===== src/rtl/cms_pkg.sv =====
package cms_pkg;

  typedef enum logic [2:0] {
    ST_IDLE      = 3'd0,
    ST_PD_WRITE  = 3'd1,
    ST_PD_SETTLE = 3'd2,
    ST_HALT_WAIT = 3'd3,
    ST_HALT_REL  = 3'd4
  } seqState_t;

  typedef struct packed {
    logic loadTgt;
    logic setPd;
    logic clrPd;
    logic setHalt;
    logic clrHalt;
    logic applyMode;
    logic cntClr;
  } seqStrobe_t;

endpackage


===== src/rtl/cms_datapath.sv =====
module cms_datapath
  import cms_pkg::*;
#(
  parameter int SETTLE_CYC = 1000,
  parameter int SHUT_CYC   = 20000,
  localparam int CNT_W     = $clog2(SHUT_CYC + 1) + 1
) (
  input  logic       clk,
  input  logic       rstN,
  input  seqStrobe_t stb,
  input  logic       reqMode,
  output logic       curMode,
  output logic       pwrDown,
  output logic       haltCore,
  output logic       settleEnd,
  output logic       shutEnd
);

  logic             tgtMode;
  logic [CNT_W-1:0] waitCnt;

  always_ff @(posedge clk) begin
    if (!rstN) begin
      tgtMode  <= 1'b0;
      curMode  <= 1'b0;
      pwrDown  <= 1'b0;
      haltCore <= 1'b0;
    end else begin
      if (stb.loadTgt)   tgtMode  <= reqMode;
      if (stb.applyMode) curMode  <= tgtMode;
      if (stb.setPd)     pwrDown  <= 1'b1;
      else if (stb.clrPd) pwrDown <= 1'b0;
      if (stb.setHalt)   haltCore <= 1'b1;
      else if (stb.clrHalt) haltCore <= 1'b0;
    end
  end

  // Wait counter: cleared on entry to a wait, saturates at its top value
  always_ff @(posedge clk) begin
    if (!rstN || stb.cntClr) begin
      waitCnt <= '0;
    end else if (waitCnt != {CNT_W{1'b1}}) begin
      waitCnt <= waitCnt + 1'b1;
    end
  end

  assign settleEnd = (waitCnt == CNT_W'(SETTLE_CYC - 1));
  assign shutEnd   = (waitCnt == CNT_W'(SHUT_CYC - 1));

endmodule


===== src/rtl/cms_ctrl.sv =====
module cms_ctrl
  import cms_pkg::*;
(
  input  logic       clk,
  input  logic       rstN,
  input  logic       reqValid,
  input  logic       reqMode,
  input  logic       reqViaHalt,
  input  logic       coreHalted,
  input  logic       curMode,
  input  logic       settleEnd,
  input  logic       shutEnd,
  output seqStrobe_t stb,
  output logic       busy
);

  seqState_t state, nextState;

  always_ff @(posedge clk) begin
    if (!rstN) state <= ST_IDLE;
    else       state <= nextState;
  end

  always_comb begin
    nextState = state;
    stb       = '0;
    unique case (state)
      ST_IDLE: begin
        if (reqValid && (reqMode != curMode)) begin
          stb.loadTgt = 1'b1;
          stb.cntClr  = 1'b1;
          if (reqViaHalt) begin
            stb.setHalt = 1'b1;
            nextState   = ST_HALT_WAIT;
          end else begin
            stb.setPd = 1'b1;
            nextState = ST_PD_WRITE;
          end
        end
      end
      ST_PD_WRITE: begin
        stb.applyMode = 1'b1;
        stb.cntClr    = 1'b1;
        nextState     = ST_PD_SETTLE;
      end
      ST_PD_SETTLE: begin
        if (settleEnd) begin
          stb.clrPd = 1'b1;
          nextState = ST_IDLE;
        end
      end
      ST_HALT_WAIT: begin
        if (coreHalted || shutEnd) begin
          stb.applyMode = 1'b1;
          nextState     = ST_HALT_REL;
        end
      end
      ST_HALT_REL: begin
        stb.clrHalt = 1'b1;
        nextState   = ST_IDLE;
      end
      default: nextState = ST_IDLE;
    endcase
  end

  assign busy = (state != ST_IDLE);

endmodule


===== src/rtl/clk_mode_switch_seq.sv =====
module clk_mode_switch_seq
  import cms_pkg::*;
#(
  parameter int CLK_KHZ     = 24576,
  parameter int SETTLE_MS   = 1,
  parameter int SHUTDOWN_MS = 20
) (
  input  logic clk,
  input  logic rstN,
  input  logic reqValid,
  input  logic reqMode,
  input  logic reqViaHalt,
  input  logic coreHalted,
  output logic pwrDown,
  output logic haltCore,
  output logic modeSel,
  output logic busy
);

  localparam int SETTLE_CYC = CLK_KHZ * SETTLE_MS;
  localparam int SHUT_CYC   = CLK_KHZ * SHUTDOWN_MS;

  seqStrobe_t stb;
  logic       settleEnd;
  logic       shutEnd;

  cms_ctrl u_ctrl (
    .clk        (clk),
    .rstN       (rstN),
    .reqValid   (reqValid),
    .reqMode    (reqMode),
    .reqViaHalt (reqViaHalt),
    .coreHalted (coreHalted),
    .curMode    (modeSel),
    .settleEnd  (settleEnd),
    .shutEnd    (shutEnd),
    .stb        (stb),
    .busy       (busy)
  );

  cms_datapath #(
    .SETTLE_CYC (SETTLE_CYC),
    .SHUT_CYC   (SHUT_CYC)
  ) u_dp (
    .clk       (clk),
    .rstN      (rstN),
    .stb       (stb),
    .reqMode   (reqMode),
    .curMode   (modeSel),
    .pwrDown   (pwrDown),
    .haltCore  (haltCore),
    .settleEnd (settleEnd),
    .shutEnd   (shutEnd)
  );

endmodule


===== config.mk =====
export PLATFORM = sky130hd
export DESIGN_NAME = clk_mode_switch_seq
export DESIGN_NICKNAME = d
export VERILOG_FILES = /design/src/rtl/cms_pkg.sv /design/src/rtl/cms_datapath.sv /design/src/rtl/cms_ctrl.sv /design/src/rtl/clk_mode_switch_seq.sv
export SDC_FILE = /design/constraint.sdc
export NUM_CORES = 1
export LEC_CHECK = 0
export ABC_AREA = 0
export ABC_CLOCK_PERIOD_IN_PS = 4230
export BUFFER_PORTS_ARGS = -buffer_cell sky130_fd_sc_hd__clkbuf_2
export CORE_ASPECT_RATIO = 0.7
export CORE_UTILIZATION = 55
export DETAILED_ROUTE_END_ITERATION = 10
export GPL_TIMING_DRIVEN = 0
export PLACE_DENSITY = 0.78
export SYNTH_ARGS = -nofsm -noshare
export SYNTH_HDL_FRONTEND = slang
export SYNTH_SLANG_ARGS = --single-unit

===== constraint.sdc =====
create_clock -name clk -period 4.23 [get_ports clk]
set_input_delay 0.2115 -clock clk [delete_from_list [all_inputs] [get_ports clk]]
set_output_delay 0.2115 -clock clk [all_outputs]
set_load 0.1 [all_outputs]

==> Word-level counts from Yosys, hierarchy flattened <==
Index checks and enable logic that the tools add are counted.
{ "totals": {"reg_bits": 27, "elab_cells": 49, "in_bits": 6} }
{ "classes": {"add_sub_neg": 1, "n_mux": 22, "n_reduce_logical": 9, "eq_ne": 11} }
{ "ops": {"columns": ["op", "n"], "rows": [
  ["$add 20x1->20 const B", 1],
  ["$eq 20x15->1 const B", 1],
  ["$eq 20x19->1 const B", 1],
  ["$ne 20x20->1 const B", 1],
  ["$mux 1", 13],
  ["$pmux 3 s4", 1],
  ["$mux 3", 3],
  ["$eq 3x2->1 const B", 2],
  ["$mux 2", 3],
  ["$ne 2x1->1 const B", 2],
  ["$pmux 1 s2", 2],
  ["$reduce_bool 2->1", 2],
  ["$eq 3x1->1 const B", 1],
  ["$eq 3x3->1 const B", 1],
  ["$logic_not 3->1", 1],
  ["$reduce_and 3->1", 1],
  ["$reduce_bool 3->1", 1],
  ["$logic_or 1x1->1", 2],
  ["$ne 2x2->1 const B", 1],
  ["$logic_and 1x1->1", 1],
  ["$logic_not 1->1", 1],
  ["$ne 1x1->1", 1]
]} }

==> Logic depth before layout (Yosys ltp) <==
Gate-level depths: netlist of the first run.
{ "logic_depth": {"depth_word": 5, "depth_mapped": 7, "depth_no_buf": 5} }

==> Modules after synthesis <==
A second synthesis of the first run with hierarchy kept.
{ "unflattened": {"hier_cells": 165, "area_unflattened_um2": 1415.1} }
{ "by_module_without_submodules": {"columns": ["module", "instances", "seq_area_each_um2", "cells_each", "area_each_um2"], "rows": [
  ["cms_datapath", 1, 480.5, 137, 1196.1],
  ["cms_ctrl", 1, 60.1, 28, 219.0]
]} }

==> Worst setup path before layout of the first run <==
Ideal clock, no wire load.
{ "synth_path": {"path_type": "register to register", "start": "reg u_dp.curMode", "end": "reg u_dp.waitCnt[0]", "setup_time_ns": 0.078, "t_required_ns": 4.152, "path_slack_ns": 2.174, "stages_incl_launch_ff": 6, "t_arrival_ns": 1.979, "path_buffers": 1, "cell_sequence": "dfxtp_1 > xor2_1 > a21oi_1 > o21ai_1 > buf_2 > nor3_1"} }
{ "synth_between": {"elab_chain_len": 5} }
{ "synth_rtl": {"columns": ["element", "line", "source"], "rows": [
  ["from (decl)", "cms_datapath.sv:12", "output logic curMode,"],
  ["from (signal assigned)", "cms_datapath.sv:30", "if (stb.applyMode) curMode <= tgtMode;"],
  ["$ne 1x1->1", "cms_ctrl.sv:29", "if (reqValid && (reqMode != curMode)) begin"],
  ["$logic_and 1x1->1", "cms_ctrl.sv:29", null],
  ["$mux 1", "cms_ctrl.sv:29", null],
  ["$pmux 1 s2", "cms_ctrl.sv:27", "unique case (state)"],
  ["$logic_or 1x1->1", "cms_datapath.sv:40", "if (!rstN || stb.cntClr) begin"],
  ["to (signal assigned)", "cms_datapath.sv:43", "waitCnt <= waitCnt + 1'b1;"],
  ["to (decl)", "cms_datapath.sv:20", "logic [CNT_W-1:0] waitCnt;"]
]} }
No other way between the ends.
A chain may end at the register's enable or synchronous reset.

==> Worst setup path after layout of the first run <==
{ "layout_path": {"start": "reg u_dp.waitCnt[0]", "end": "reg u_dp.pwrDown"} }
{ "layout_between": {"elab_chain_len": 4} }
{ "layout_rtl": {"columns": ["element", "line", "source"], "rows": [
  ["$eq 20x15->1", "cms_datapath.sv:47", "assign settleEnd = (waitCnt == CNT_W'(SETTLE_CYC - 1));"],
  ["$mux 1", "cms_ctrl.sv:47", "if (settleEnd) begin"],
  ["$mux 1", "cms_ctrl.sv:27", null],
  ["$reduce_bool 2->1 (no line)", null, null],
  ["to (signal assigned)", "cms_datapath.sv:26", "pwrDown <= 1'b0;"],
  ["to (signal assigned)", "cms_datapath.sv:31", "if (stb.setPd) pwrDown <= 1'b1;"],
  ["to (signal assigned)", "cms_datapath.sv:32", "else if (stb.clrPd) pwrDown <= 1'b0;"],
  ["to (decl)", "cms_datapath.sv:13", "output logic pwrDown,"]
]} }
No other way between the ends.

==> results.json, run 1 <==
{
  "worst_r2r_path_depth": 6,
  "crit_type": "register to register",
  "die_h_um": 47.17,
  "setup_viol": 0,
  "syn_avg_cell_area_sq_um": 8.392,
  "drtIter0Drc": 128,
  "drv_cap": 0,
  "drc": 0,
  "core_area_sq_mm": 0.002609,
  "yosys_register_bits": 27,
  "path_cells": "ha_1, and4_1, buf_6, nand4_4, or4_1, o211a_1",
  "cts_root_buf": "clkbuf_8",
  "dieWidth_um": 66.52,
  "relSlewSlack_pct": 64.22,
  "wl_per_cell_um": 16.26,
  "path_depth": 6,
  "hold_buffers": 0,
  "antenna_cells": 0,
  "grt_pass1_vias": 1415,
  "yosysUniqueCellTypes": 44,
  "viasPerCell": 6.477,
  "grt_antenna_before_repair": 0,
  "cp_slowest_cell": "or4_1",
  "path_delay_family": "simple AND/OR/NAND/NOR gates",
  "slowest_delay_ps": 500,
  "firstDrtPassIters": 4,
  "max_freq_ghz": 0.5123,
  "initial_core_util_pct": 61.44,
  "layout_min_cycle_time_ps": 1952,
  "grt_max_degree": 17,
  "syn_inst": 191,
  "synthArstFlopShare_pct": 0,
  "hold_viol": 0,
  "ys_seq_area_share_pct": 33.72,
  "worstPathArrival_ps": 2140,
  "cts_setup_buffers": 0,
  "holdPathStages": 3,
  "dieArea_sq_mm": 0.003137,
  "ant_nets": 0,
  "hp-class": "primary input to register",
  "cellLeakagePower_nw": 0.6132,
  "cts_buffer_depth": 2,
  "synthesis.area_sq_mm": 0.001603,
  "min_period_over_period_pct": 46.14,
  "clk_latency_ps": 290,
  "outcome": "complete, no violations",
  "required_ps": 4420,
  "ys_warn_count": 0,
  "dpl.hpwl_mm": 2.782,
  "tightest_slew_ps": 536.6,
  "critPathBufInv": 1,
  "grt_pass1_wl_mm": 6.292,
  "synth_edf_count": 0,
  "cts_resized": 0,
  "worst-path-max-fanout": 8,
  "boundaryPins": 10,
  "grt_usage_pct": 27.26,
  "rsz0062_at_grt": "false",
  "rows": 15,
  "cts_tree": "done",
  "cts-buffers-inserted": 3,
  "finalMaxSlewViolations": 0,
  "wirelength_mm": 3.854,
  "port_buffers": 8,
  "area_delta_synth_final_pct": 8.197,
  "grt_remaining_overflow": 0,
  "crit_path_end_kind": "register",
  "finalWorstSetupSlack_ps": 2278,
  "htree_num_levels": 1,
  "clkSlewWorstSetupHoldPaths_ps": 100,
  "ir_drop_mv": 0.2084,
  "synth_nets": 198,
  "fin_setup_tns_ps": 0,
  "gp_congestion": 0.8716,
  "clkSinkCount": 27,
  "finClkSkew_ps": 3.549,
  "worstSetupStartpointType": "register",
  "dp_slack_ps": 2322,
  "layout-drive-gt1-share_pct": 14.78,
  "num_vias": 1535,
  "synth_flop_cell": "dfxtp_1",
  "pwr_density_cell_mw_per_mm2": 286.4,
  "nets": 211
}
-- synth_stat cells, types with 3 or more instances --
library cell  count  share of area, %
nand2_1          11               2.6
buf_2             4               1.2
and2_1            5               2.0
a21oi_1          15               4.7
a31oi_1           3               1.2
buf_6             3               2.1
and4_1            4               2.2
nor2_1            5               1.2
clkbuf_1          3              0.70
o211ai_1         15               7.0
and3_1            5               2.0
mux2i_1           9               5.6
nor3_1            7               2.2
nand3_1          10               3.1
a211oi_1          5               2.3
nand4_1           9               3.5
inv_1            12               2.8
o21ai_0           8               2.5
dfxtp_1          27                34
-- cells by family (layout without fill, tap and decap cells) --
group                    after synthesis  count (layout)  share of synthesized area, %
AO/OA/AOI/OAI                         56              56                         22.72
flip-flops                            27              27                         33.72
adder cells (fa/ha/maj)                1               1                        0.7805
XOR/XNOR                               1               1                        0.5465
buffers and inverters                 26              38                         8.508
multiplexers                           9               9                         5.621
AND/OR/NAND/NOR                       71              71                         28.10
-- area by class of cell --
class / count / area [sq um]
multi-input combinational: 138 / 925.9
fill: 220 / 874.6
sequential: 27 / 540.5
buffer: 14 / 91.34
inverter: 12 / 45.04
tap: 34 / 42.54
clock buffer: 3 / 41.29
timing repair buffer: 8 / 40.04
clock inverter: 1 / 7.507
-- state kept, by name, summed over array words and instances (netlist names) --
| name | cells |
|---|---|
| u_dp.waitCnt | 20 |
| u_ctrl.state | 3 |
| u_dp.curMode | 1 |
| u_dp.haltCore | 1 |
| u_dp.pwrDown | 1 |
| u_dp.tgtMode | 1 |
-- worst paths after layout --
kind	slack (ps)	start	to
worst max register to register	2280	u_dp.waitCnt[0]	u_dp.pwrDown
worst min register to register	490	u_dp.curMode	u_dp.curMode
worst max-delay path	2280	u_dp.waitCnt[0]	u_dp.pwrDown
worst min-delay path	210	reqMode	u_dp.tgtMode
-- routing by layer --
| metal | share of wire, % | up-vias | track usage [%] |
|---|---|---|---|
| met4 | 1.4 | 0 | 10.64 |
| met5 | 0 | - | 0 |
| met1 | 48 | 729 | 34.45 |
| li1 | - | 748 | - |
| met2 | 46 | 52 | 46.53 |
| met3 | 4.9 | 6 | 6.068 |
-- worst register-to-register path, cell delays in order (launching register included) --
cell,delay [ps]
dfxtp_1,400
ha_1,330
and4_1,250
buf_6,140
nand4_4,100
or4_1,500
o211a_1,140
-- through the flow --
| step | std cells | power [mW] | area (sq um) | hold WS (ps) | utilization, % |
|---|---|---|---|---|---|
| after floorplan | 191 | 0.3254 | 1603 | 355.4 | - |
| final | 237 | 0.4967 | 1734 | 210.4 | 66.47 |
| after global routing | 237 | 0.5079 | 1734 | 211.2 | 66.47 |
| after global placement | 233 | 0.3391 | 1685 | 445.2 | 64.60 |
| after detailed placement | 233 | 0.3414 | 1685 | 462.6 | 64.60 |
| after CTS | 237 | 0.4950 | 1734 | 213.5 | 66.47 |
-- layout by cell type, fill, tap and decap left out, types with 2 or more instances in the layout --
cell      count
nor4_1        2
and4_1        4
nand3_1      10
nor2_1        5
buf_6         3
inv_1        12
and2_1        5
clkbuf_2      8
clkbuf_8      3
nor2b_1       2
a31oi_1       3
buf_4         2
buf_2         4
and3_1        5
or3_1         2
nand4_1       9
and4_2        2
o21ai_0       8
clkbuf_1      3
mux2i_1       9
a21oi_1      15
a211oi_1      5
a21boi_0      2
dfxtp_1      27
nand2_1      11
nor3_1        7
o211ai_1     15
-- power by group --
group	total [mW]	switching [mW]	internal (mW)
Combinational	0.0712	0.0515	0.0197
Sequential	0.265	0.00559	0.260
Clock	0.160	0.0928	0.0673
Note: power is estimated with default switching activity, not from simulation.
==> run 2: changes to the inputs <==
--- a/config.mk
+++ b/config.mk
@@ -5,14 +5,14 @@
 export SDC_FILE = /design/constraint.sdc
 export NUM_CORES = 1
 export LEC_CHECK = 0
-export ABC_AREA = 0
-export ABC_CLOCK_PERIOD_IN_PS = 4230
+export ABC_AREA = 1
+export ABC_CLOCK_PERIOD_IN_PS = 1650
 export BUFFER_PORTS_ARGS = -buffer_cell sky130_fd_sc_hd__clkbuf_2
 export CORE_ASPECT_RATIO = 0.7
-export CORE_UTILIZATION = 55
+export CORE_UTILIZATION = 53
 export DETAILED_ROUTE_END_ITERATION = 10
 export GPL_TIMING_DRIVEN = 0
-export PLACE_DENSITY = 0.78
+export PLACE_DENSITY = 0.79
 export SYNTH_ARGS = -nofsm -noshare
 export SYNTH_HDL_FRONTEND = slang
 export SYNTH_SLANG_ARGS = --single-unit
==> constraint.sdc (replaced) <==
create_clock -name clk -period 1.65 [get_ports clk]
set_input_delay 0.0825 -clock clk [delete_from_list [all_inputs] [get_ports clk]]
set_output_delay 0.0825 -clock clk [all_outputs]
set_load 0.1 [all_outputs]
==> run 2 against run 1 <==
Final cell count rose by 19%. Wire length fell by 13%. Maximum frequency rose by 26%. Hold slack got worse by 140 ps. Design area rose by 0.29%. Synthesized cell count rose by 18%. Utilization rose by 1.7 points. Critical path type unchanged. Sequential power rose to 2.6 times the previous value. Die area fell by 3.4%. Setup slack got worse by 2200 ps. Highest routed layer unchanged. Count of clock-buffer cells in the layout did not move. Critical path depth rose by 6.
==> results.json, run 2 <==
{
  "finalWorstSetupSlack_ps": 96.26,
  "relSlewSlack_pct": 64.18,
  "crit_start": "u_dp.waitCnt[1]",
  "clkSlewWorstSetupHoldPaths_ps": 90,
  "clkSinkCount": 27,
  "dp_slack_ps": -201.1,
  "crit_type": "register to register",
  "boundaryPins": 10,
  "worstSetupStartpointType": "register",
  "ant_nets": 0,
  "firstDrtPassIters": 4,
  "required_ps": 1830,
  "htree_num_levels": 1,
  "regMostFlops": "u_dp.waitCnt",
  "syn_avg_cell_area_sq_um": 6.594,
  "reg2reg_from": "u_dp.waitCnt[1]",
  "use_met3_pct": 6.436,
  "initial_core_util_pct": 58.38,
  "cellLeakagePower_nw": 0.7602,
  "grt_antenna_before_repair": 0,
  "final_common_cell": "nand2_1",
  "grt_use_met1_pct": 33.48,
  "ir_drop_mv": 0.4363,
  "placed_area_sq_mm": 0.001582,
  "synth_top_cell_by_area": "dfxtp_1",
  "hold_buffers": 0,
  "outcome": "complete, no violations",
  "grt.busiest_layer": "met2",
  "cts_buffer_depth": 2,
  "die_h_um": 46.37,
  "dieWidth_um": 65.38,
  "cts_tree": "done",
  "ys_seq_area_share_pct": 36.27,
  "layout_min_cycle_time_ps": 1554,
  "stdcell_area_sq_mm": 0.001739,
  "setup_viol": 0,
  "area_delta_synth_final_pct": 16.71,
  "grt_usage_pct": 24.16,
  "crit_path_end_kind": "register",
  "holdWs_ps": 68.06,
  "hp-class": "primary input to register",
  "layout_common_cells": "nand2_1, nor2_1, inv_1",
  "grt_max_degree": 16,
  "port_buffers": 9,
  "nets": 257,
  "drv_cap": 0,
  "layout-drive-gt1-share_pct": 17.67,
  "wl_per_cell_um": 11.85,
  "num_vias": 1419,
  "largest_register_ffs": 20,
  "crit_path_end": "u_dp.waitCnt[18]",
  "finClkSkew_ps": 6.503,
  "yosys-top-cells-count": "nand2_1, inv_1, nor2_1, dfxtp_1, nand3_1",
  "antenna_cells": 0,
  "drtIter0Drc": 120,
  "hold_viol": 0,
  "dieArea_sq_mm": 0.003031,
  "yosys_register_bits": 27,
  "gp_congestion": 0.8364,
  "synthArstFlopShare_pct": 0,
  "grtUsageMet2_pct": 36.29,
  "syn_inst": 226,
  "dpl.hpwl_mm": 2.440,
  "wirelength_mm": 3.353,
  "clk_latency_ps": 280,
  "cts_root_buf": "clkbuf_8",
  "yosysMostFrequentCell": "nand2_1",
  "ys_warn_count": 0,
  "synth_edf_count": 0,
  "min_period_over_period_pct": 94.17,
  "drc": 0,
  "synth_top_area_share_pct": 36.27,
  "tightest_slew_ps": 539.6,
  "core_area_sq_mm": 0.002552,
  "reg2reg_slack_ps": 100,
  "finalMaxSlewViolations": 0,
  "grt_remaining_overflow": 0,
  "worst-path-max-fanout": 4,
  "worstPathArrival_ps": 1730,
  "synth_area_leaders": "dfxtp_1, nand2_1, inv_1, nor2_1, nand3_1",
  "max_freq_ghz": 0.6436,
  "cts-buffers-inserted": 3,
  "worst_r2r_path_depth": 12,
  "top_regs": "u_dp.waitCnt: 20 flops, u_ctrl.state: 3 flops",
  "synthesis.area_sq_mm": 0.001490,
  "r2r_end": "u_dp.waitCnt[18]",
  "yosysUniqueCellTypes": 25,
  "synth_nets": 233,
  "grt_pass1_wl_mm": 5.382,
  "synth_flop_cell": "dfxtp_1",
  "rsz0062_at_grt": "false",
  "grt_pass1_vias": 1204,
  "viasPerCell": 5.014,
  "rows": 15,
  "pwr_density_cell_mw_per_mm2": 745.4
}
-- run 2: cell count changes after synthesis, moves of 4 or more --
cell and change:
nand2_1 +47, nor2_1 +29, inv_1 +22, o211ai_1 -14, nand3_1 +10, mux2i_1 -9
a211oi_1 -5, a21oi_1 -5, and2_1 -5, and3_1 -5, nand4_1 -5, xor2_1 +5
and4_1 -4
-- run 2: worst min-delay path by stage --
stage                     startpoint               to  slack (ps)  depth (start not counted)
after global placement          rstN  u_ctrl.state[1]         350                          3
after CTS                       rstN  u_ctrl.state[1]          50                          3
after floorplan                 rstN  u_ctrl.state[1]         180                          2
after detailed placement        rstN  u_ctrl.state[1]         340                          3
final                           rstN  u_ctrl.state[1]          70                          3
after global routing            rstN  u_ctrl.state[1]          70                          3
-- run 2: area by class of cell --
| class | count | area (sq um) |
|---|---|---|
| buffer | 2 | 16.27 |
| clock buffer | 3 | 41.29 |
| clock inverter | 1 | 5.005 |
| fill | 238 | 813.3 |
| inverter | 35 | 131.4 |
| multi-input combinational | 162 | 833.3 |
| sequential | 27 | 549.3 |
| tap | 34 | 42.54 |
| timing repair buffer | 19 | 120.1 |
-- run 2: cell families after synthesis --
logic type | synth area share (%)
AND/OR/NAND/NOR | 40.55
AO/OA/AOI/OAI | 7.137
flip-flops | 36.27
adder cells (fa/ha/maj) | 0.8395
XOR/XNOR | 5.290
buffers and inverters | 9.907
-- run 2: per-stage QoR --
step	setup TNS, ps	power [mW]	util, %	std cells
6_report	0	1.296	68.14	283
5_1_grt	0	1.358	68.14	283
4_1_cts	0	1.293	65.25	275
3_5_place_dp	-1852	0.9094	61.96	269
3_3_place_gp	-1628	0.9033	61.96	269
2_1_floorplan	0	0.8647	-	226
-- run 2: power by group --
group	total, mW	leakage [nW]	internal [mW]	switching, mW
logic	0.222	0.514	0.0616	0.161
clock network	0.379	0.0255	0.170	0.210
registers	0.695	0.220	0.675	0.0195
-- run 2: metal layers --
metal  vias to the layer above  wire, um
li1                        757         -
met3                         6       135
met4                         0        46
met5                         -         0
met1                       634      1715
met2                        22      1455
-- run 2: what timing repair did --
action	CTS	global route
pin swaps	1	6
gates resized for setup	6	5
buffers inserted	2	8
endpoints found under the setup margin	17	18
-- run 2: worst max-delay path: stages, from the launching register on --
cell,delay [ps]
dfxtp_4,380
ha_4,140
nand2_2,60
nor2_4,170
nand2_2,110
nor2_4,160
nand2_1,110
inv_2,80
nand2_1,50
nand2_1,60
nand3_1,60
nand2_1,50
inv_1,40
